`src/rtl/tck_gen.sv`:
```
module tck_gen #(
  parameter int DIV_W   = 13,
  parameter int TIMEOUT = 65536
) (
  input  logic             clk,
  input  logic             rst_n,
  input  logic [DIV_W-1:0] div_value,
  input  logic             adaptive_set,
  input  logic             adaptive_clr,
  input  logic             rclk_in,
  input  logic             tick_req,
  input  logic             timeout_clr,
  output logic             tck,
  output logic             tck_rise,
  output logic             tck_fall,
  output logic             rclk_timeout
);
  localparam int HALF_W = DIV_W - 1;
  localparam int TO_W   = $clog2(TIMEOUT) + 1;

  logic              adaptive;
  logic [1:0]        rclk_sync;
  logic [HALF_W-1:0] half_cnt;
  logic [TO_W-1:0]   to_cnt;

  wire              rclk_s   = rclk_sync[1];
  wire [HALF_W-1:0] half_raw = div_value[DIV_W-1:1];
  wire [HALF_W-1:0] half     = (half_raw == '0) ? HALF_W'(1) : half_raw;
  wire              active   = tick_req | tck;
  wire              matched  = (rclk_s == tck);
  wire              to_hit   = adaptive & ~matched & (to_cnt == TO_W'(TIMEOUT - 1));
  wire              div_edge = ~adaptive & active & (half_cnt == half - HALF_W'(1));
  wire              ad_edge  = adaptive & active & (matched | to_hit);
  wire              edge_now = div_edge | ad_edge;

  always_ff @(posedge clk) begin
    if (!rst_n) begin
      adaptive <= 1'b0;
    end else if (adaptive_clr) begin
      adaptive <= 1'b0;
    end else if (adaptive_set) begin
      adaptive <= 1'b1;
    end
  end

  always_ff @(posedge clk) begin
    if (!rst_n) rclk_sync <= 2'b00;
    else        rclk_sync <= {rclk_sync[0], rclk_in};
  end

  always_ff @(posedge clk) begin
    if (!rst_n || adaptive || !active || div_edge) half_cnt <= '0;
    else                                          half_cnt <= half_cnt + HALF_W'(1);
  end

  always_ff @(posedge clk) begin
    if (!rst_n || !adaptive || matched || ad_edge) to_cnt <= '0;
    else                                          to_cnt <= to_cnt + TO_W'(1);
  end

  always_ff @(posedge clk) begin
    if (!rst_n) begin
      tck      <= 1'b0;
      tck_rise <= 1'b0;
      tck_fall <= 1'b0;
    end else begin
      tck_rise <= edge_now & ~tck;
      tck_fall <= edge_now & tck;
      if (edge_now) tck <= ~tck;
    end
  end

  always_ff @(posedge clk) begin
    if (!rst_n)           rclk_timeout <= 1'b0;
    else if (to_hit)      rclk_timeout <= 1'b1;
    else if (timeout_clr) rclk_timeout <= 1'b0;
  end

  assert_strobe_excl_R13: assert property (@(posedge clk) disable iff (!rst_n)
    !(tck_rise && tck_fall));
  assert_rise_level_R13: assert property (@(posedge clk) disable iff (!rst_n)
    tck_rise |-> tck);
  assert_fall_level_R13: assert property (@(posedge clk) disable iff (!rst_n)
    tck_fall |-> !tck);
  assert_idle_low_R11: assert property (@(posedge clk) disable iff (!rst_n)
    (!tck && !tick_req) |=> !tck);
  assert_sticky_R8: assert property (@(posedge clk) disable iff (!rst_n)
    (rclk_timeout && !timeout_clr) |=> rclk_timeout);
  assert_div_no_err_R12: assert property (@(posedge clk) disable iff (!rst_n)
    (!adaptive && !rclk_timeout) |=> !rclk_timeout);
  assert_ad_wait_R6: assert property (@(posedge clk) disable iff (!rst_n)
    (adaptive && !matched && !to_hit) |=> $stable(tck));
endmodule

```
`config.mk`:
```
export PLATFORM = sky130hd
export DESIGN_NAME = tck_gen
export DESIGN_NICKNAME = d
export VERILOG_FILES = /design/src/rtl/tck_gen.sv
export SDC_FILE = /design/constraint.sdc
export NUM_CORES = 1
export LEC_CHECK = 0
export BUFFER_PORTS_ARGS = -buffer_cell sky130_fd_sc_hd__buf_2
export CORE_MARGIN = 4
export CORE_UTILIZATION = 60
export DETAILED_ROUTE_END_ITERATION = 8
export MAX_ROUTING_LAYER = met4
export PLACE_DENSITY = 0.81
export SLEW_MARGIN = 15
export SYNTH_ARGS = -nofsm -noshare
export SYNTH_HDL_FRONTEND = slang
export SYNTH_SLANG_ARGS = --single-unit
```
`constraint.sdc`:
```
create_clock -name clk -period 9.2 [get_ports clk]
set_input_delay 0.92 -clock clk [delete_from_list [all_inputs] [get_ports clk]]
set_output_delay 0.92 -clock clk [all_outputs]
set_load 0.02 [all_outputs]
```
# Word level (Yosys, flattened, before mapping)
# Cells that the tools add are included.
word_totals:
  register_bits: 36
  in_bits: 20
  output_inout_bits: 4
  word_cells: 44
classes:
  n_addsub: 3
  n_eq_ne: 3
  n_mux: 3
  bitwise_logic: 15
  reduce_logical: 12
ops:
  columns: ["operator", "n"]
  rows:
  - ["$add 17x1->17 const B", 1]
  - ["$eq 17x16->1 const B", 1]
  - ["$add 12x1->12 const B", 1]
  - ["$eq 12x12->1", 1]
  - ["$logic_not 12->1", 1]
  - ["$mux 12", 1]
  - ["$sub 12x1->12 const B", 1]
  - ["$and 1x1->1", 8]
  - ["$logic_or 1x1->1", 6]
  - ["$not 1->1", 4]
  - ["$logic_not 1->1", 3]
  - ["$or 1x1->1", 3]
  - ["$mux 1", 2]
  - ["$reduce_bool 2->1", 1]
  - ["$reduce_or 2->1", 1]
  - ["$eq 1x1->1", 1]

# Logic depth before layout (Yosys ltp)
depth:
  ltp_word: 8
  mapped_depth: 12
  mapped_depth_nobuf: 11

# Worst setup path before layout
# No wires, ideal clock.
synth_path:
  path_type: "input port to flip-flop"
  start: "in div_value[10]"
  end: "reg half_cnt[10]"
  setup_time_ns: 0.132
  arrival_time_ns: 3.549
  required_ns: 9.068
  setup_slack_ns: 5.519
  stages: 12
  n_path_buf: 2
  path_cell_list: "clkbuf_1 > nor4_1 > and3_1 > nor2_1 > ha_1 > nor3b_1 > xnor2_1 > a2111o_1 > or4_4 > nor3_4 > buf_6 > nor3_1"
synth_between:
  elab_chain_cells: 6
synth_lines:
  columns: ["element", "line", "rtl"]
  rows:
  - ["start: declaration", "7", "input logic [DIV_W-1:0] div_value,"]
  - ["$logic_not 12->1", "28", "wire [HALF_W-1:0] half = (half_raw == '0) ? HALF_W'(1) : half_raw;"]
  - ["$mux 12 *", "28", null]
  - ["$sub 12x1->12 *", "32", "wire div_edge = ~adaptive & active & (half_cnt == half - HALF_W'(1));"]
  - ["$eq 12x12->1 *", "32", null]
  - ["$and 1x1->1 *", "32", null]
  - ["$logic_or 1x1->1 *", "52", "if (!rst_n || adaptive || !active || div_edge) half_cnt <= '0;"]
  - ["end signal: assignment", "53", "else half_cnt <= half_cnt + HALF_W'(1);"]
  - ["end: declaration", "23", "logic [HALF_W-1:0] half_cnt;"]
# Mark *: on every way between the ends. The rest lies on a longest branch, timed or not.
# A chain may end at the register's enable or synchronous reset.

# Final worst setup path
layout_path:
  start: "in div_value[5]"
  end: "reg half_cnt[9]"
# Same word-level chain as after synthesis.

==> out/results.md <==
| Parameter | Reported |
| --- | --- |
| Class of the most critical setup path | primary input to flop |
| Buffer count from post-CTS setup fixing | 0 |
| Worst-case headroom to the max-slew limit | 53.3% |
| Kind of start point of the critical path | primary input |
| Synthesized area | 2160 um2 |
| Placed instance area | 2280 um2 |
| Estimated wirelength of the detail-placed design | 3260 um |
| Number of search-and-repair iterations in the first detailed-routing pass | 4 |
| Total routing resource utilization after global routing | 20.6% |
| Bufs on Longest Clock Path | 2 |
| Number of gates given a new drive strength after cts | 0 |
| Routed len/inst | 12.8 um |
| Synthesis Warnings | 0 |
| Vertical die dimension | 68.0 um |
| RSZ-0062 raised after global routing | false |
| Total wirelength of the detailed-routed design | 4240 um |
| Maximum net fanout on the critical path | 12 |
| DRC violations left | 0 |
| Fill cells | 298 |
| Maximum cell stage delay along the critical path | 0.57 ns |
| Utilization after layout | 69.1% |
| Sequential fraction of the synthesis area | 33.3% |
| Least-Margin Pin Slew | 0.692 ns |
| Required arrival time at the worst endpoint | 9.41 ns |
| Iter 0 DRT Violations | 157 |
| Standard-cell row count | 21 |
| # Max-Cap Violations | 0 |
| Antenna violations before repair | 0 |
| Shortest clock period the worst path allows after layout | 3.80 ns |
| Die Outline Area | 4630 um2 |
| Proportion of register bits with asynchronous set or reset after synthesis | 0% |
| Primary FF master, synth | dfxtp_1 |
| Commonest non-fill, non-tap cells in the layout | 36 x dfxtp_1, 33 x nor2_1, 22 x buf_2 |
| Arrival time at the worst endpoint | 4.01 ns |
| Final TNS setup | 0 ns |
| Share of post-route cells with drive strength above 1 | 13.6% |
| Setup crit end kind | flop |
| Commonest non-fill, non-tap cell in the layout | dfxtp_1 |
| Number of enable-type register cells in the synthesized netlist | 0 |
| Clock slew seen by the registers of the worst setup and hold paths | 0.12 ns |
| Result of the run | finished, final reports clean |
| Min-Delay Startpoint | rclk_sync[0]$_SDFF_PN0_ |
| Post-Synthesis Mean Instance Area | 8.16 um2 |
| Clock buffer count from CTS | 5 |
| Leakage power | 0.832 nW |
| Distinct cells, synth | 49 |
| Cell area after layout | 2360 um2 |
| Skew-Pair Late Insertion Delay | 0.34 ns |
| Growth of design area from synthesis to finish | 9.14% |
| Hold-fix buffers, CTS | 0 |
| Sinks on Clock Net | 36 |
| Global-route wire length before repair | 7040 um |
| Synth Net Count | 289 |
| Largest net degree at the start of global routing | 18 |
| Final Net Count | 309 |
| Library cell used as clock root buffer | clkbuf_4 |
| Boundary pin count | 24 |
| Largest clock skew in the final design | 0.0143 ns |
| Avg Vias per Cell | 5.81 |
| Final critical-path share of the clock period | 41.3% |
| Gr ovfl total | 0 |
| Final max-slew violation count | 0 |
| Final count of hold timing violations | 0 |
| Critical path origin | div_value[5] |
| TritonCTS clock tree | yes |
| Power Density | 135 nW/um2 |
| Via count of the first global-routing pass | 1694 |
| Initial cell density of the core | 63.3% |
| Total core area | 3420 um2 |
| Min-Delay Path Class | flop to flop |
| Highest ir drop seen on vdd | 0.0947 mV |
| Startpoint of the worst register-to-register path | half_cnt[11]$_SDFF_PP0_ |
| Highest-delay cell along the critical path | or4_4 |
| Number of diodes added for antenna fixing | 0 |
| Number of routed nets with antenna violations | 0 |
| Number of endpoints failing setup at the final stage | 0 |
| Number of buffers and inverters on the critical path | 1 |
| Register bit total from synthesis | 36 |
| Number of port buffers | 22 |
| Final RePlAce weighted congestion | 0.954 |
| H-tree level count | 2 |
| Overall die width | 68.0 um |
| Kind of cell adding the most delay to the critical path | simple AND/OR/NAND/NOR gates |
| Fmax | 263 MHz |
| Cell-by-cell trace of the critical path | buf_2, nor4_1, and3_1, nor2_1, ha_1, nor3b_1, xnor2_1, a2111o_1, or4_4, nor3_4, nor3_1 |
| Total number of vias | 1929 |
| Cell count after synthesis | 265 |
power by group:
| part | switching, mW | internal, mW |
|---|---|---|
| registers | 0.00596 | 0.160 |
| clock network | 0.0514 | 0.0570 |
| logic | 0.0269 | 0.0186 |
sequential cells by signal, summed over array words and instances (netlist names):
name          cells
adaptive          1
half_cnt         12
rclk_sync         2
rclk_timeout      1
tck               1
tck_fall          1
tck_rise          1
to_cnt           17
cell usage after synthesis, drive strengths merged, types with 3 or more instances:
| cell type | number | share of area, % |
|---|---|---|
| nand4 | 3 | 0.87 |
| nor3b | 5 | 1.7 |
| nor2b | 4 | 1.2 |
| or3 | 8 | 2.3 |
| ha | 4 | 2.3 |
| nand3 | 14 | 3.2 |
| inv | 7 | 1.2 |
| buf | 4 | 1.4 |
| nand2b | 6 | 1.7 |
| or4 | 5 | 1.9 |
| dfxtp | 36 | 33 |
| o31ai | 3 | 1.0 |
| and2 | 3 | 0.87 |
| xor2 | 19 | 7.7 |
| clkbuf | 6 | 1.0 |
| a21oi | 10 | 2.3 |
| nand2 | 16 | 2.8 |
| and3 | 7 | 2.0 |
| nor2 | 33 | 5.7 |
| xnor2 | 13 | 5.3 |
| nor4 | 3 | 1.6 |
| nor3 | 19 | 5.4 |
| o21ai | 9 | 2.1 |
cell type report:
| cell class | instances | area (um2) | share of cell area [%] |
|---|---|---|---|
| multi-input cells | 212 | 1360 | 57.7 |
| flip-flops and latches | 36 | 721 | 30.5 |
| repair buffers | 23 | 118 | 4.98 |
| well taps | 46 | 57.6 | 2.44 |
| clock buffers | 6 | 41.3 | 1.75 |
| clock inverters | 2 | 35.0 | 1.48 |
| inverters | 7 | 26.3 | 1.11 |
stage by stage:
stage / hold WS, ns / setup slack, ns / total power, mW / cells
finish: 0.455 / 5.40 / 0.319 / 332
global route: 0.469 / 5.23 / 0.337 / 332
CTS: 0.457 / 5.43 / 0.323 / 332
detailed placement: 0.428 / 5.08 / 0.214 / 324
global placement: 0.418 / 5.11 / 0.214 / 324
floorplan: 0.412 / 5.52 / 0.200 / 265
path summary, 6_finish.rpt:
check | endpoint | slack [ns] | cells after the start
setup / recovery | half_cnt[9]$_SDFF_PP0_ | 5.40 | 11
hold / removal | rclk_sync[1]$_SDFF_PN0_ | 0.45 | 1
setup reg to reg | half_cnt[9]$_SDFF_PP0_ | 6.78 | 6
hold reg to reg | rclk_sync[1]$_SDFF_PN0_ | 0.45 | 1
cell families after synthesis:
kind of cell | share of synthesized area (%)
and+or+nand+nor | 34.9
buffers and inverters | 3.70
xor gates and xnor gates | 13.0
AOI/OAI and AO/OA | 12.8
DFF | 33.3
adders and majority gates | 2.31
layer usage:
metal,routed length [um],GRT usage [%],vias up
met5,0,-,-
met4,102,8.44,0
met3,189,4.93,11
met1,1970,23.3,884
met2,1970,34.9,42
li1,-,-,992
worst reg2reg max path: cells and delay by family (launching register included):
family	cells	cell delay (ns)
DFF	1	0.41
and+or+nand+nor	5	1.85
AOI/OAI and AO/OA	1	0.04
Power figures use the tool's default switching activity.
